--- config.mk ---
export PLATFORM = sky130hd
export DESIGN_NAME = seg_addr_gen
export DESIGN_NICKNAME = d
export VERILOG_FILES = /design/src/rtl/seg_addr_pkg.sv /design/src/rtl/seg_bank.sv /design/src/rtl/seg_addr_adder.sv /design/src/rtl/seg_out_stage.sv /design/src/rtl/seg_addr_gen.sv
export SDC_FILE = /design/constraint.sdc
export NUM_CORES = 1
export LEC_CHECK = 0
export BUFFER_PORTS_ARGS = -buffer_cell sky130_fd_sc_hd__buf_2
export CORE_MARGIN = 4
export CORE_UTILIZATION = 51
export DETAILED_ROUTE_END_ITERATION = 16
export PLACE_DENSITY = 0.75
export SYNTH_ARGS = -nofsm -noshare
export SYNTH_HDL_FRONTEND = slang
export SYNTH_SLANG_ARGS = --single-unit
--- constraint.sdc ---
create_clock -name clk -period 2.9 [get_ports clk]
set_input_delay 0.29 -clock clk [delete_from_list [all_inputs] [get_ports clk]]
set_output_delay 0.29 -clock clk [all_outputs]
set_load 0.005 [all_outputs]
--- src/rtl/seg_addr_pkg.sv ---
package seg_addr_pkg;
  localparam int SEG_WIDTH   = 16;
  localparam int BASE_SHIFT  = 4;
  localparam int SEG_COUNT   = 4;

  typedef enum logic [1:0] {
    SEL_EXTRA = 2'b00,
    SEL_CODE  = 2'b01,
    SEL_STACK = 2'b10,
    SEL_DATA  = 2'b11
  } seg_sel_e;
endpackage

--- src/rtl/seg_bank.sv ---
module seg_bank #(
  parameter int SEG_W = 16,
  parameter int NSEG  = 4,
  parameter int SEL_W = $clog2(NSEG)
) (
  input  logic             clk,
  input  logic             rst_n,
  input  logic             wr_en,
  input  logic [SEL_W-1:0] wr_sel,
  input  logic [SEG_W-1:0] wr_data,
  input  logic [SEL_W-1:0] rd_sel,
  output logic [SEG_W-1:0] rd_base
);
  logic [SEG_W-1:0] seg_q [NSEG];

  for (genvar g = 0; g < NSEG; g++) begin : g_seg
    always_ff @(posedge clk) begin
      if (!rst_n)
        seg_q[g] <= '0;
      else if (wr_en && (wr_sel == SEL_W'(g)))
        seg_q[g] <= wr_data;
    end

    AST_OTHERS_KEEP: assert property (@(posedge clk) disable iff (!rst_n)
      !(wr_en && (wr_sel == SEL_W'(g))) |=> $stable(seg_q[g]));
  end

  assign rd_base = seg_q[rd_sel];

  AST_WRITE_LANDS: assert property (@(posedge clk) disable iff (!rst_n)
    wr_en |=> seg_q[$past(wr_sel)] == $past(wr_data));
endmodule

--- src/rtl/seg_addr_adder.sv ---
module seg_addr_adder #(
  parameter int SEG_W = 16,
  parameter int SHIFT = 4,
  parameter int PA_W  = SEG_W + SHIFT
) (
  input  logic [SEG_W-1:0] base,
  input  logic [SEG_W-1:0] offset,
  output logic [PA_W-1:0]  paddr
);
  logic [SEG_W-1:0] upper;

  // The low SHIFT bits of the base are zero, so only the upper part needs
  // an adder; its natural wrap gives the modulo-2^PA_W result.
  always_comb begin
    upper = base + SEG_W'(offset[SEG_W-1:SHIFT]);
    paddr = {upper, offset[SHIFT-1:0]};
  end
endmodule

--- src/rtl/seg_out_stage.sv ---
module seg_out_stage #(
  parameter int W = 20
) (
  input  logic         clk,
  input  logic         rst_n,
  input  logic         in_valid,
  output logic         in_ready,
  input  logic [W-1:0] in_data,
  output logic         out_valid,
  input  logic         out_ready,
  output logic [W-1:0] out_data
);
  logic         vld_q;
  logic [W-1:0] dat_q;

  assign in_ready  = !vld_q || out_ready;
  assign out_valid = vld_q;
  assign out_data  = dat_q;

  always_ff @(posedge clk) begin
    if (!rst_n) begin
      vld_q <= 1'b0;
      dat_q <= '0;
    end else if (in_valid && in_ready) begin
      vld_q <= 1'b1;
      dat_q <= in_data;
    end else if (out_ready) begin
      vld_q <= 1'b0;
    end
  end

  AST_RESET_IDLE: assert property (@(posedge clk)
    !rst_n |=> !out_valid);
  AST_ACCEPT_VALID: assert property (@(posedge clk) disable iff (!rst_n)
    (in_valid && in_ready) |=> out_valid);
  AST_HOLD_STALL: assert property (@(posedge clk) disable iff (!rst_n)
    (out_valid && !out_ready) |=> (out_valid && $stable(out_data)));
endmodule

--- src/rtl/seg_addr_gen.sv ---
module seg_addr_gen
  import seg_addr_pkg::*;
#(
  parameter int SEG_W = SEG_WIDTH,
  parameter int SHIFT = BASE_SHIFT,
  parameter int NSEG  = SEG_COUNT,
  parameter int PA_W  = SEG_W + SHIFT,
  parameter int SEL_W = $clog2(NSEG)
) (
  input  logic             clk,
  input  logic             rst_n,
  input  logic             seg_wr_en,
  input  logic [SEL_W-1:0] seg_wr_sel,
  input  logic [SEG_W-1:0] seg_wr_data,
  input  logic             req_valid,
  output logic             req_ready,
  input  logic [SEL_W-1:0] req_sel,
  input  logic [SEG_W-1:0] req_offset,
  output logic             pa_valid,
  input  logic             pa_ready,
  output logic [PA_W-1:0]  pa
);
  logic [SEG_W-1:0] sel_base;
  logic [PA_W-1:0]  sum_addr;

  seg_bank #(.SEG_W(SEG_W), .NSEG(NSEG), .SEL_W(SEL_W)) u_bank (
    .clk     (clk),
    .rst_n   (rst_n),
    .wr_en   (seg_wr_en),
    .wr_sel  (seg_wr_sel),
    .wr_data (seg_wr_data),
    .rd_sel  (req_sel),
    .rd_base (sel_base)
  );

  seg_addr_adder #(.SEG_W(SEG_W), .SHIFT(SHIFT), .PA_W(PA_W)) u_add (
    .base   (sel_base),
    .offset (req_offset),
    .paddr  (sum_addr)
  );

  seg_out_stage #(.W(PA_W)) u_out (
    .clk       (clk),
    .rst_n     (rst_n),
    .in_valid  (req_valid),
    .in_ready  (req_ready),
    .in_data   (sum_addr),
    .out_valid (pa_valid),
    .out_ready (pa_ready),
    .out_data  (pa)
  );

  AST_FULL_REFUSES: assert property (@(posedge clk) disable iff (!rst_n)
    (pa_valid && !pa_ready) |-> !req_ready);
  AST_LOW_NIBBLE: assert property (@(posedge clk) disable iff (!rst_n)
    (req_valid && req_ready) |=> (pa[SHIFT-1:0] == $past(req_offset[SHIFT-1:0])));
endmodule

==> impl_metrics.env <==
export IMPL_route_detailed_drc=0
export IMPL_yosys_top_cells_area="edfxtp_1 (45%), dfxtp_1 (9.9%), and2_1 (9.7%)"
export IMPL_port_buffers=62
export IMPL_stdcell_area_mm2=0.00495
export IMPL_dpl_hpwl_mm=6.60
export IMPL_cts_setup_buffers=0
export IMPL_pwr_share_clk_pct=30.8
export IMPL_hold_depth=3
export IMPL_vias=2928
export IMPL_power_density_mw_per_mm2=565
export IMPL_crit_chain="mux4_2 -> ha_1 -> nor2b_1 -> o31a_1 -> o211ai_1 -> buf_4 -> a2111o_1 -> a41oi_1"
export IMPL_core_mm2=0.00789
export IMPL_grt_max_degree=20
export IMPL_grt_pass1_wl_mm=15.0
export IMPL_synth_top_area_share_pct=45.3
export IMPL_outcome="complete, no violations"
export IMPL_slowest_delay_ns=0.49
export IMPL_syn_avg_cell_area_um2=12.5
export IMPL_worst_path_buf_inv=1
export IMPL_cp_max_fo=6
export IMPL_worst_slew_pin_slew_ns=0.686
export IMPL_seq_power_share_pct=51.6
export IMPL_cp_slowest_cell="mux4_2"
export IMPL_fmaxAchievable_ghz=0.392
export IMPL_synth_edf_count=64
export IMPL_dr_pass1_iters=4
export IMPL_wl_met2_mm=4.57
export IMPL_insertedDiodeCount=0
export IMPL_drt_met1_wl_mm=3.88
export IMPL_pin_count=63
export IMPL_ys_seq_area_share_pct=55.3
export IMPL_hold_path_class="in -> reg"
export IMPL_gp_congestion=0.871
export IMPL_worst_path_stages=8
export IMPL_cts_buffers=9
export IMPL_combPwrFrac_pct=17.7
export IMPL_cts_tree="yes"
export IMPL_cts_sinks=85
export IMPL_post_cts_resized_instances=0
export IMPL_crit_required_ns=3.19
export IMPL_grt_pass1_vias=2996
export IMPL_critPathTopFamily="compound AO/OA/AOI/OAI gates"
export IMPL_syn_num_nets=394
export IMPL_ctsHoldBuffers=0
export IMPL_die_w_um=99.2
export IMPL_dieArea_mm2=0.00983
export IMPL_finalMaxSlewViolations=0
export IMPL_setup_worst_path_start_class="flop"
export IMPL_antenna_found_initial=0
export IMPL_end_kind="flop"
export IMPL_final_nets=472
export IMPL_routed_top_layer="met4"
export IMPL_rsz0062_at_grt="false"
export IMPL_drv_cap=0
export IMPL_routedWlPerCell_um=17.6
export IMPL_yosysWarnings=0
export IMPL_ir_drop_uv=296
export IMPL_worst_slew_margin_rel_pct=54.3
export IMPL_finalSetupTns_ns=0
export IMPL_wl_met3_um=635
export IMPL_design_power_total_mw=2.80
export IMPL_internal_power_mw=2.03
export IMPL_drive_above_1_share_pct=27.0
export IMPL_p_leak_nw=2.00
export IMPL_area_growth_pct=16.8
export IMPL_ys_seq_elements=85
export IMPL_netSwitchingPower_mw=0.764
export IMPL_clock_latency_ns=0.36
export IMPL_vias_per_cell=5.59
export IMPL_yosys_area_top_type="edfxtp_1"
export IMPL_synth_async_sr_flop_share_pct=0
export IMPL_grt_use_total_pct=19.6
export IMPL_clkSlewWorstSetupHoldPaths_ns=0.09
export IMPL_synth_cell_types=51
export IMPL_finalClockSkew_ns=0.00685
export IMPL_htree_levels=3
export IMPL_drtAntennaViolNets=0
export IMPL_place_area_mm2=0.00476
export IMPL_initial_core_util_pct=53.7
export IMPL_netlist_area_mm2=0.00424
export IMPL_critPathKind="reg -> reg"
export IMPL_clock_root_buffer="clkbuf_8"
export IMPL_ys_flop_type="edfxtp_1"
export IMPL_period_minus_slack_ns=2.55
export IMPL_hold_violations=0
export IMPL_drt_initial_drc_count=140
export IMPL_syn_inst=340
export IMPL_overflow=0
export IMPL_r2r_cells=8
export IMPL_period_share_pct=88.1
export IMPL_setup_viol=0
export IMPL_die_h_um=99.2
export IMPL_sw_frac_of_total_pct=27.3
export IMPL_arrival_ns=2.85
export IMPL_cts_buffer_depth=2
export IMPL_core_rowCount=32
export IMPL_wl_mm=9.22
[area by class of cell]
class	instances	area (um2)
fill	620	2940
clock buffer	9	124
sequential	85	2340
tap	102	128
timing repair buffer	81	453
clock inverter	6	71.3
multi-input combinational	234	1810
inverter	7	26.3
[cells in the final DEF (no fill, tap or decap), drive strengths merged, types with 5 or more instances in the layout]
master,synthesis,routed
dfxtp,21,21
and2,66,66
a21o,5,5
nor3,6,6
edfxtp,64,64
buf,4,81
inv,7,9
nand3,11,11
nand2,23,23
nor2,11,11
ha,12,12
mux4,17,17
a21oi,19,19
o21ai,13,13
clkbuf,10,9
[Yosys cell counts (3+ instances only)]
library cell / count
a2111o_1: 3
dfxtp_1: 21
o21bai_1: 3
edfxtp_1: 64
nor2b_1: 3
nor3_1: 6
o21a_1: 3
mux4_2: 14
o21ai_0: 13
and2_1: 66
o211ai_1: 3
nand2_1: 23
inv_1: 7
a21oi_1: 19
a21o_1: 5
nor2_1: 11
ha_1: 12
nand3_1: 11
clkbuf_1: 10
mux4_1: 3
a211oi_1: 3
[metrics by stage]
step | utilization, % | instances | setup WS, ns | hold slack [ns]
4_1_cts | 62.8 | 524 | 0.365 | 0.145
5_1_grt | 62.8 | 524 | 0.197 | 0.149
3_3_place_gp | 60.3 | 509 | 0.121 | 0.436
3_5_place_dp | 60.3 | 509 | 0.0676 | 0.444
2_1_floorplan | - | 340 | 0.147 | 0.419
6_report | 62.8 | 524 | 0.346 | 0.158
[state kept, by name, summed over array words and instances (netlist names)]
name / count
u_bank.seg_q: 64
u_out.out_valid: 1
u_out.out_data: 20
[logic make-up after synthesis]
logic type / after synthesis / share of synthesized area, %
xor+xnor: 3 / 0.620
buf+inv: 21 / 2.10
fa+ha+maj: 13 / 4.02
mux: 18 / 9.54
simple gates: 133 / 17.5
flops: 85 / 55.3
compound gates: 67 / 11.0
[power groups by stage]
stage                     Clock [mW]  Combinational, mW  Sequential (mW)
final                          0.861              0.494             1.44
after global routing           0.933              0.547             1.45
after CTS                      0.870              0.496             1.44
after detailed placement           0              0.495             1.47
after global placement             0              0.481             1.47
after floorplan                    0              0.314             1.47
[path summary, 6_finish.rpt]
kind                      start                  to  slack, ns
max reg2reg  u_bank.seg_q[2][2]  u_out.out_data[18]       0.35
min               req_offset[1]   u_out.out_data[1]       0.16
max          u_bank.seg_q[2][2]  u_out.out_data[18]       0.35
min reg2reg  u_out.out_data[10]  u_out.out_data[10]       0.45
[layer usage]
layer | track usage [%] | vias up
met2 | 33.2 | 89
met4 | 6.41 | 0
met3 | 4.35 | 11
met5 | 0 | -
li1 | - | 1426
met1 | 25.2 | 1402
[worst register-to-register path, cell delays in order (launching register included)]
cell	delay, ns
edfxtp_1	0.39
mux4_2	0.49
ha_1	0.34
nor2b_1	0.19
o31a_1	0.19
o211ai_1	0.11
buf_4	0.17
a2111o_1	0.41
a41oi_1	0.20
Note: power is estimated with default switching activity, not from simulation.
